## src/rtl/pll_rate_pkg.sv

```systemverilog
package pll_rate_pkg;
    // Field positions inside the divider words (decoded by the divider hardware)
    localparam int M_LSB = 12;
    localparam int M_W   = 10;
    localparam int P_LSB = 4;
    localparam int P_W   = 6;
    localparam int S_LSB = 0;
    localparam int S_W   = 3;
    localparam int K_LSB = 0;
    localparam int K_W   = 16;

    typedef enum logic [0:0] {
        ST_IDLE = 1'b0,
        ST_RUN  = 1'b1
    } calc_state_e;
endpackage

```

## src/rtl/pll_field_unpack.sv

```systemverilog
module pll_field_unpack
    import pll_rate_pkg::*;
#(
    parameter int REF_W  = 32,
    parameter int WORD_W = 32,
    parameter int NUM_W  = 64,
    parameter int DEN_W  = P_W + K_W + (2 ** S_W) - 1
) (
    input  logic              frac_i,
    input  logic [REF_W-1:0]  ref_i,
    input  logic [WORD_W-1:0] word0_i,
    input  logic [WORD_W-1:0] word1_i,
    output logic [NUM_W-1:0]  num_o,
    output logic [DEN_W-1:0]  den_o,
    output logic              pzero_o
);
    localparam int MULT_W = M_W + K_W + 1;
    localparam int MAG_W  = MULT_W - 1;

    logic [M_W-1:0]           m_fld;
    logic [P_W-1:0]           p_fld;
    logic [S_W-1:0]           s_fld;
    logic [K_W-1:0]           k_fld;
    logic signed [MULT_W-1:0] k_ext;
    logic signed [MULT_W-1:0] m_scaled;
    logic signed [MULT_W-1:0] mult;
    logic [MAG_W-1:0]         mag;
    logic [DEN_W-1:0]         p_base;

    assign m_fld = word0_i[M_LSB +: M_W];
    assign p_fld = word0_i[P_LSB +: P_W];
    assign s_fld = word0_i[S_LSB +: S_W];
    assign k_fld = word1_i[K_LSB +: K_W];

    always_comb begin
        k_ext = {{(MULT_W - K_W){k_fld[K_W-1]}}, k_fld};
        if (frac_i) begin
            m_scaled = {1'b0, m_fld, {K_W{1'b0}}};
            mult     = m_scaled + k_ext;
            p_base   = DEN_W'({p_fld, {K_W{1'b0}}});
        end else begin
            m_scaled = {{(MULT_W - M_W){1'b0}}, m_fld};
            mult     = m_scaled;
            p_base   = DEN_W'(p_fld);
        end
        // a negative effective multiplier clamps to zero
        mag     = mult[MULT_W-1] ? '0 : mult[MAG_W-1:0];
        num_o   = {{(NUM_W - REF_W){1'b0}}, ref_i} * {{(NUM_W - MAG_W){1'b0}}, mag};
        den_o   = p_base << s_fld;
        pzero_o = (p_fld == '0);
    end
endmodule

```

## src/rtl/pll_div_step.sv

```systemverilog
module pll_div_step #(
    parameter int NUM_W = 64,
    parameter int DEN_W = 29
) (
    input  logic [NUM_W-1:0] quo_i,
    input  logic [DEN_W-1:0] rem_i,
    input  logic [DEN_W-1:0] den_i,
    output logic [NUM_W-1:0] quo_o,
    output logic [DEN_W-1:0] rem_o
);
    logic [DEN_W:0] trial;
    logic [DEN_W:0] diff;

    always_comb begin
        trial = {rem_i, quo_i[NUM_W-1]};
        diff  = trial - {1'b0, den_i};
        if (trial >= {1'b0, den_i}) begin
            rem_o = diff[DEN_W-1:0];
            quo_o = {quo_i[NUM_W-2:0], 1'b1};
        end else begin
            rem_o = trial[DEN_W-1:0];
            quo_o = {quo_i[NUM_W-2:0], 1'b0};
        end
    end
endmodule

```

## src/rtl/pll_rate_calc.sv

```systemverilog
module pll_rate_calc
    import pll_rate_pkg::*;
#(
    parameter int REF_W  = 32,
    parameter int WORD_W = 32,
    parameter int RATE_W = 32,
    parameter int NUM_W  = 64
) (
    input  logic              clk,
    input  logic              rst_n,
    input  logic              start_i,
    input  logic              frac_mode_i,
    input  logic [REF_W-1:0]  ref_rate_i,
    input  logic [WORD_W-1:0] div_word0_i,
    input  logic [WORD_W-1:0] div_word1_i,
    output logic              busy_o,
    output logic              done_o,
    output logic [RATE_W-1:0] rate_o,
    output logic              div_err_o
);
    localparam int DEN_W = P_W + K_W + (2 ** S_W) - 1;
    localparam int CNT_W = $clog2(NUM_W + 1);
    localparam logic [CNT_W-1:0] LAST_STEP = CNT_W'(NUM_W - 1);

    typedef struct packed {
        calc_state_e       state;
        logic [CNT_W-1:0]  cnt;
        logic [NUM_W-1:0]  quo;
        logic [DEN_W-1:0]  rem;
        logic [DEN_W-1:0]  den;
        logic              done;
        logic              err;
        logic [RATE_W-1:0] rate;
    } calc_regs_t;

    calc_regs_t        regs_d, regs_q;
    logic [NUM_W-1:0]  num_w;
    logic [DEN_W-1:0]  den_w;
    logic              pzero_w;
    logic [NUM_W-1:0]  step_quo;
    logic [DEN_W-1:0]  step_rem;

    pll_field_unpack #(
        .REF_W (REF_W),
        .WORD_W(WORD_W),
        .NUM_W (NUM_W),
        .DEN_W (DEN_W)
    ) i_unpack (
        .frac_i (frac_mode_i),
        .ref_i  (ref_rate_i),
        .word0_i(div_word0_i),
        .word1_i(div_word1_i),
        .num_o  (num_w),
        .den_o  (den_w),
        .pzero_o(pzero_w)
    );

    pll_div_step #(
        .NUM_W(NUM_W),
        .DEN_W(DEN_W)
    ) i_step (
        .quo_i(regs_q.quo),
        .rem_i(regs_q.rem),
        .den_i(regs_q.den),
        .quo_o(step_quo),
        .rem_o(step_rem)
    );

    always_comb begin
        regs_d      = regs_q;
        regs_d.done = 1'b0;
        unique case (regs_q.state)
            ST_IDLE: begin
                if (start_i) begin
                    if (pzero_w) begin
                        regs_d.done = 1'b1;
                        regs_d.err  = 1'b1;
                        regs_d.rate = '0;
                    end else begin
                        regs_d.state = ST_RUN;
                        regs_d.cnt   = '0;
                        regs_d.quo   = num_w;
                        regs_d.rem   = '0;
                        regs_d.den   = den_w;
                    end
                end
            end
            ST_RUN: begin
                regs_d.quo = step_quo;
                regs_d.rem = step_rem;
                regs_d.cnt = regs_q.cnt + 1'b1;
                if (regs_q.cnt == LAST_STEP) begin
                    regs_d.state = ST_IDLE;
                    regs_d.done  = 1'b1;
                    regs_d.err   = 1'b0;
                    regs_d.rate  = (|step_quo[NUM_W-1:RATE_W]) ? '1
                                                               : step_quo[RATE_W-1:0];
                end
            end
            default: regs_d.state = ST_IDLE;
        endcase
    end

    always_ff @(posedge clk or negedge rst_n) begin
        if (!rst_n) begin
            regs_q <= '0;
        end else begin
            regs_q <= regs_d;
        end
    end

    assign busy_o    = (regs_q.state == ST_RUN);
    assign done_o    = regs_q.done;
    assign rate_o    = regs_q.rate;
    assign div_err_o = regs_q.err;
endmodule

```

## config.mk

```make
export PLATFORM = sky130hd
export DESIGN_NAME = pll_rate_calc
export DESIGN_NICKNAME = d
export VERILOG_FILES = /design/src/rtl/pll_rate_pkg.sv /design/src/rtl/pll_field_unpack.sv /design/src/rtl/pll_div_step.sv /design/src/rtl/pll_rate_calc.sv
export SDC_FILE = /design/constraint.sdc
export NUM_CORES = 2
export LEC_CHECK = 0
export BUFFER_PORTS_ARGS = -buffer_cell sky130_fd_sc_hd__buf_2
export CAP_MARGIN = 0
export CORE_ASPECT_RATIO = 1.25
export CORE_MARGIN = 4
export CORE_UTILIZATION = 41
export CTS_CLUSTER_DIAMETER = 80
export DETAILED_ROUTE_END_ITERATION = 10
export PLACE_DENSITY = 0.64
export SYNTH_ARGS = -nofsm -noshare
export SYNTH_HDL_FRONTEND = slang
export SYNTH_HIERARCHICAL = 1
export SYNTH_SLANG_ARGS = --single-unit
```

## constraint.sdc

```tcl
create_clock -name clk -period 4.6 [get_ports clk]
set_input_delay 0.69 -clock clk [delete_from_list [all_inputs] [get_ports clk]]
set_output_delay 0.69 -clock clk [all_outputs]
set_load 0.03 [all_outputs]
```

Yosys cells after proc, flatten, opt, wreduce, memory -nomap -nowiden
Cells that the tools add are included.

Output and inout port bits: 35. Register bits: 164. Bits of input ports: 100. Logic and storage cells: 39.

Bitwise logic cells: 2. Add/sub/neg operators: 3. Reductions and logical operators: 5. Equality and inequality tests: 5. Shift operators: 1. Multiplexer cells: 13. $lt $le $gt $ge: 1. $mul: 1.

Operator list (number): $pmux W101 S2 (1); $mux W164 (1); $mux W130 (1); $mux W34 (2); $pmux W34 S2 (1); $mul A32 B26 Y58 (1); $mux W32 (1); $reduce_or A32 Y1 (1); $ge A30 B29 Y1 (1); $mux W29 (1); $shl A22 B3 Y29 (1); $sub A29 B29 Y29 (1); $add A27 B16 Y27 (1); $mux W27 (1); $mux W26 (1); $mux W22 (1); $add A7 B1 Y7 const B (1); $eq A7 B6 Y1 const B (1); $logic_not A6 Y1 (1); $reduce_and A3 Y1 (2); $ne A2 B1 Y1 const B (2); $ne A2 B2 Y1 const B (2); $mux W1 (2); $not A1 Y1 (2); $reduce_and A2 Y1 (1).

Longest topological paths before layout
Depth after elaboration: 7. Gate-level depth with buffers: 44. Mapped depth without buffers: 41.

Modules after synthesis
The synthesis kept the hierarchy.

Modules (own cells, without submodules): pll_field_unpack (area an instance 27983.1 um^2, seq. area each 0.0 um^2, times used 1, cells an instance 3294); pll_rate_calc (area an instance 7223.2 um^2, seq. area each 4103.9 um^2, times used 1, cells an instance 695); pll_div_step (area an instance 2603.7 um^2, seq. area each 0.0 um^2, times used 1, cells an instance 346).

Worst setup path before layout
No wires, ideal clock.

Path kind: input -> register. Start: input port div_word1_i[15]. End: register regs_q[145]. Required time: 4467 ps. Setup slack: -5561 ps. Setup time: 133 ps. Buffers on the path: 4. Arrival: 10028 ps. Stages: 41. Cells stage by stage: clkbuf_1 > inv_1 > fa_1 > nor2b_1 > o21ai_1 > a21boi_0 > o21ai_0 > a21boi_0 > o21ai_0 > a21boi_1 > o21a_1 > buf_2 > o21ai_1 > buf_2 > a21boi_1 > buf_2 > nand2_1 > fa_1 > [5 not listed] > fa_1 > inv_1 > fa_1 > inv_1 > ha_1 > a21o_1 > a21o_1 > a2111oi_0 > nand3_1 > o211ai_1 > a31oi_1 > a31oi_1 > nand2b_1 > a21boi_0 > or2_2 > xor2_1 > mux2i_1 > o21ai_0.

Word-level cells in the longest chain between the ends: 7.

RTL lines: start, declared (line pll_rate_calc.sv:15) `input logic [WORD_W-1:0] div_word1_i,`; $add A27 B16 Y27 (line pll_field_unpack.sv:39) `mult = m_scaled + k_ext;`; $mux W27 (line pll_field_unpack.sv:37) `if (frac_i) begin`; $mux W26 (line pll_field_unpack.sv:47) `mag = mult[MULT_W-1] ? '0 : mult[MAG_W-1:0];`; $mul A32 B26 Y58 (line pll_field_unpack.sv:48) `num_o = {{(NUM_W - REF_W){1'b0}}, ref_i} * {{(NUM_W - MAG_W){1'b0}}, mag};`; via num_w[53] (line pll_rate_calc.sv:37) `logic [NUM_W-1:0] num_w;`; $mux W130 (line pll_rate_calc.sv:75) `if (pzero_w) begin`; $mux W164 (line pll_rate_calc.sv:74) `if (start_i) begin`; $pmux W101 S2 (line pll_rate_calc.sv:72) `unique case (regs_q.state)`; end signal, assigned (line pll_rate_calc.sv:108) `regs_q <= regs_d;`; end, declared (line pll_rate_calc.sv:36) `calc_regs_t regs_d, regs_q;`.

The timed path passes the listed nets, and every way through them passes these cells. The select of a mux whose other input is x is not followed. A chain may end at the register's enable or synchronous reset.

Final worst setup path
Ends and elaborated chain as after synthesis.

==> results.md <==
- Grt ovf: 0
- Crit start category: primary input
- Filler cell count: between 8,000 and 9,000
- Gpl congestion: 0.943
- CP Class: in2reg
- Drt pass-1 iters: 6
- Worst-path clk slew: ~0.070 ns
- Most common cell after layout, fill and taps aside: inv_1
- Placed instance count: ~5,900
- Post-Place Cell Area: between 40,000 and 50,000 µm²
- CP max stage cell: fa_1
- Post-Route WL: 117 mm
- Final number of setup-violating endpoints: 56
- Final Util: around half
- Sink Count: 164
- Antenna violations before repair: 1
- Io pins: 135
- Post-synth EDFFs: 0
- Initial Util: 41.3%
- Worst endpoint data arrival time: roughly 9.7 ns
- Endpoint type of the worst setup path: flip-flop
- Min Tclk post-route: between 9 and 10 ns
- Post-route cell area: between 40,000 and 50,000 µm²
- Post-route DRC: 0
- Most frequent cells in the layout: inv_1, fa_1, nand2_1
- Port bufs: approximately 110
- Distinct cells, synth: just under 80
- Cts bufs inserted: 17
- CP max stage delay: 0.56 ns
- Global-route wire length before repair: 182 mm
- Fin. max-slew vios: 0
- Async SR Flop Fraction: 100%
- Die area: 97,200 µm²
- Main flop type after synthesis: dfrtp_1
- Row Count: 124
- DRT iter0 DRCs: 1,856
- Die W: between 200 and 300 µm
- RSZ-0062 raised after global routing: true
- Vias: 30,900
- Outcome: complete, but fails checks
- DR WL/cell: 19.5 µm
- Hold Vio Cnt, Final: 0
- Clock skew: between 0.015 and 0.02 ns
- Slew @ Worst Pin: 1.18 ns
- CTS tree: yes
- Clk Latency, worst-skew pair: approximately 0.45 ns
- Failing checks: setup timing
- Max_slew headroom: 21.2%
- Worst Hold Class: in2async
- Yosys Warn Count: 6
- Vias per inst: ~5.1
- Core area: 91,500 µm²
- CP Max Fanout: 7
- Avg Cell Area, Syn: 8.72 µm²
- GRT Total Usage: around a quarter
- Vias in the first global route: roughly 33,000
- Post-synthesis sequential area ratio: 10.9%
- Fin crit share: 205%
- Largest net degree at the start of global routing: between 80 and 90
- Die H: 348 µm
- Cts hold-fix bufs: 0
- H-tree depth: 4
- Clock root cell: clkbuf_16
- Max Cap Viol: 0
- Critical path required time: ~5 ns
- Post-DP HPWL: 93.8 mm
- Worst Setup Slack, final: -4.83 ns
- Final Non-Filler Cells: between 6,000 and 7,000
- Max clock buf depth: 2
- Post-DRT Antenna Nets: 0
- Share of cells above drive strength 1: between 20% and 30%
- Synthesized area: approximately 38,000 µm²
- Peak Freq: 106 MHz
- Syn Inst Count: around 4,300
- Number of synthesized register bits: ~160
- Layout overhead on the synthesized area: 24.8%
- Most used cell, CP: fa_1
- Setup tns final: -209.82 ns
- Nets: between 5,000 and 6,000
-- cell families (layout without fill, tap and decap cells) --
kind of cell	after synthesis	count (layout)	synth area share (%)
buffers and inverters	1160	1635	12.9
AND/OR/NAND/NOR	1341	1341	16.2
flip-flops	164	164	10.9
multiplexers	131	131	3.93
AO/OA/AOI/OAI	492	492	8.14
XOR/XNOR	89	89	2.06
adder cells (fa/ha/maj)	957	957	46.0
other	1	10	0.00992
-- worst max-delay path: cells and delay by family --
kind                     cells  cell delay (ns)
adder cells (fa/ha/maj)     10             4.19
multiplexers                 1             0.12
AO/OA/AOI/OAI               16             2.54
XOR/XNOR                     1             0.14
AND/OR/NAND/NOR              6             1.11
buffers and inverters        9             0.94
-- what timing repair did --
action                                  4_1_cts  5_1_grt
pin swaps                                   134      139
resized for setup                           214      265
endpoints found under the setup margin       56       57
setup buffers                                77       57
gates cloned                                  9        7
-- state kept, by name, summed over array words and instances, names as in the netlist --
signal     count
rate_o        32
busy_o         1
done_o         1
regs_q       129
div_err_o      1
-- cells in the mapped netlist (10+ instances only) --
cell type | count | area, µm²
a21oi_1 | 160 | 801
inv_1 | 828 | 3110
ha_1 | 237 | 2970
fa_1 | 720 | 14400
a21o_1 | 35 | 263
nand4_1 | 18 | 113
mux2_2 | 31 | 349
dfrtp_1 | 164 | 4100
a31oi_1 | 13 | 81.3
nor3_1 | 20 | 100
buf_4 | 115 | 863
xnor2_1 | 59 | 517
buf_1 | 29 | 109
o21ai_0 | 149 | 746
nor4_1 | 10 | 62.6
clkbuf_1 | 152 | 571
xor2_1 | 30 | 263
a21boi_0 | 11 | 82.6
nand3_1 | 20 | 100
nor2_1 | 319 | 1200
nor2b_1 | 225 | 1410
nand2b_1 | 34 | 213
o21ai_1 | 12 | 60.1
and2_1 | 74 | 463
buf_2 | 28 | 140
mux2i_1 | 71 | 711
mux2_4 | 27 | 405
nand2_1 | 587 | 2200
o21bai_1 | 16 | 120
-- area by class of cell --
type                    count  area (µm²)  area share, %
diodes                      1        2.50        0.00530
clock inverters            15         194          0.411
repair buffers            773        6920           14.7
multi-input cells        3019       30900           65.5
flip-flops and latches    164        4110           8.71
clock buffers              17         425          0.902
well taps                1197        1500           3.17
inverters                 830        3130           6.62
-- metrics by stage --
stage | worst slack (ns) | hold slack [ns]
after floorplan | -4.68 | 0.394
after global placement | -5.46 | 0.455
after global routing | -5.15 | 0.343
after CTS | -4.81 | 0.313
after detailed placement | -5.62 | 0.459
final | -4.83 | 0.275
-- per-layer routing --
metal  routed length [µm]  part of all wire (%)  GRT usage, %  vias up
met5                    0                     0             0        -
met3                 6140                   5.2          2.68      299
li1                     -                     -             -    14000
met2                59200                    50          42.3      964
met4                 8080                   6.9          11.7        0
met1                44000                    37          28.6    15600
-- path summary, 6_finish.rpt --
check	startpoint	end	slack [ns]	cells after the start
setup / recovery	div_word1_i[15]	regs_q[145]	-4.83	43
hold / removal	rst_n	regs_q[53]	0.28	1
setup reg to reg	regs_q[155]	regs_q[72]	1.16	15
hold reg to reg	div_err_o	div_err_o	0.48	2
max in group asynchronous	rst_n	busy_o	3.39	2
min in group clk	div_err_o	div_err_o	0.48	2
Power is not shown: default switching activity piles up to over one toggle a cycle in this logic, so the estimate is an artifact.
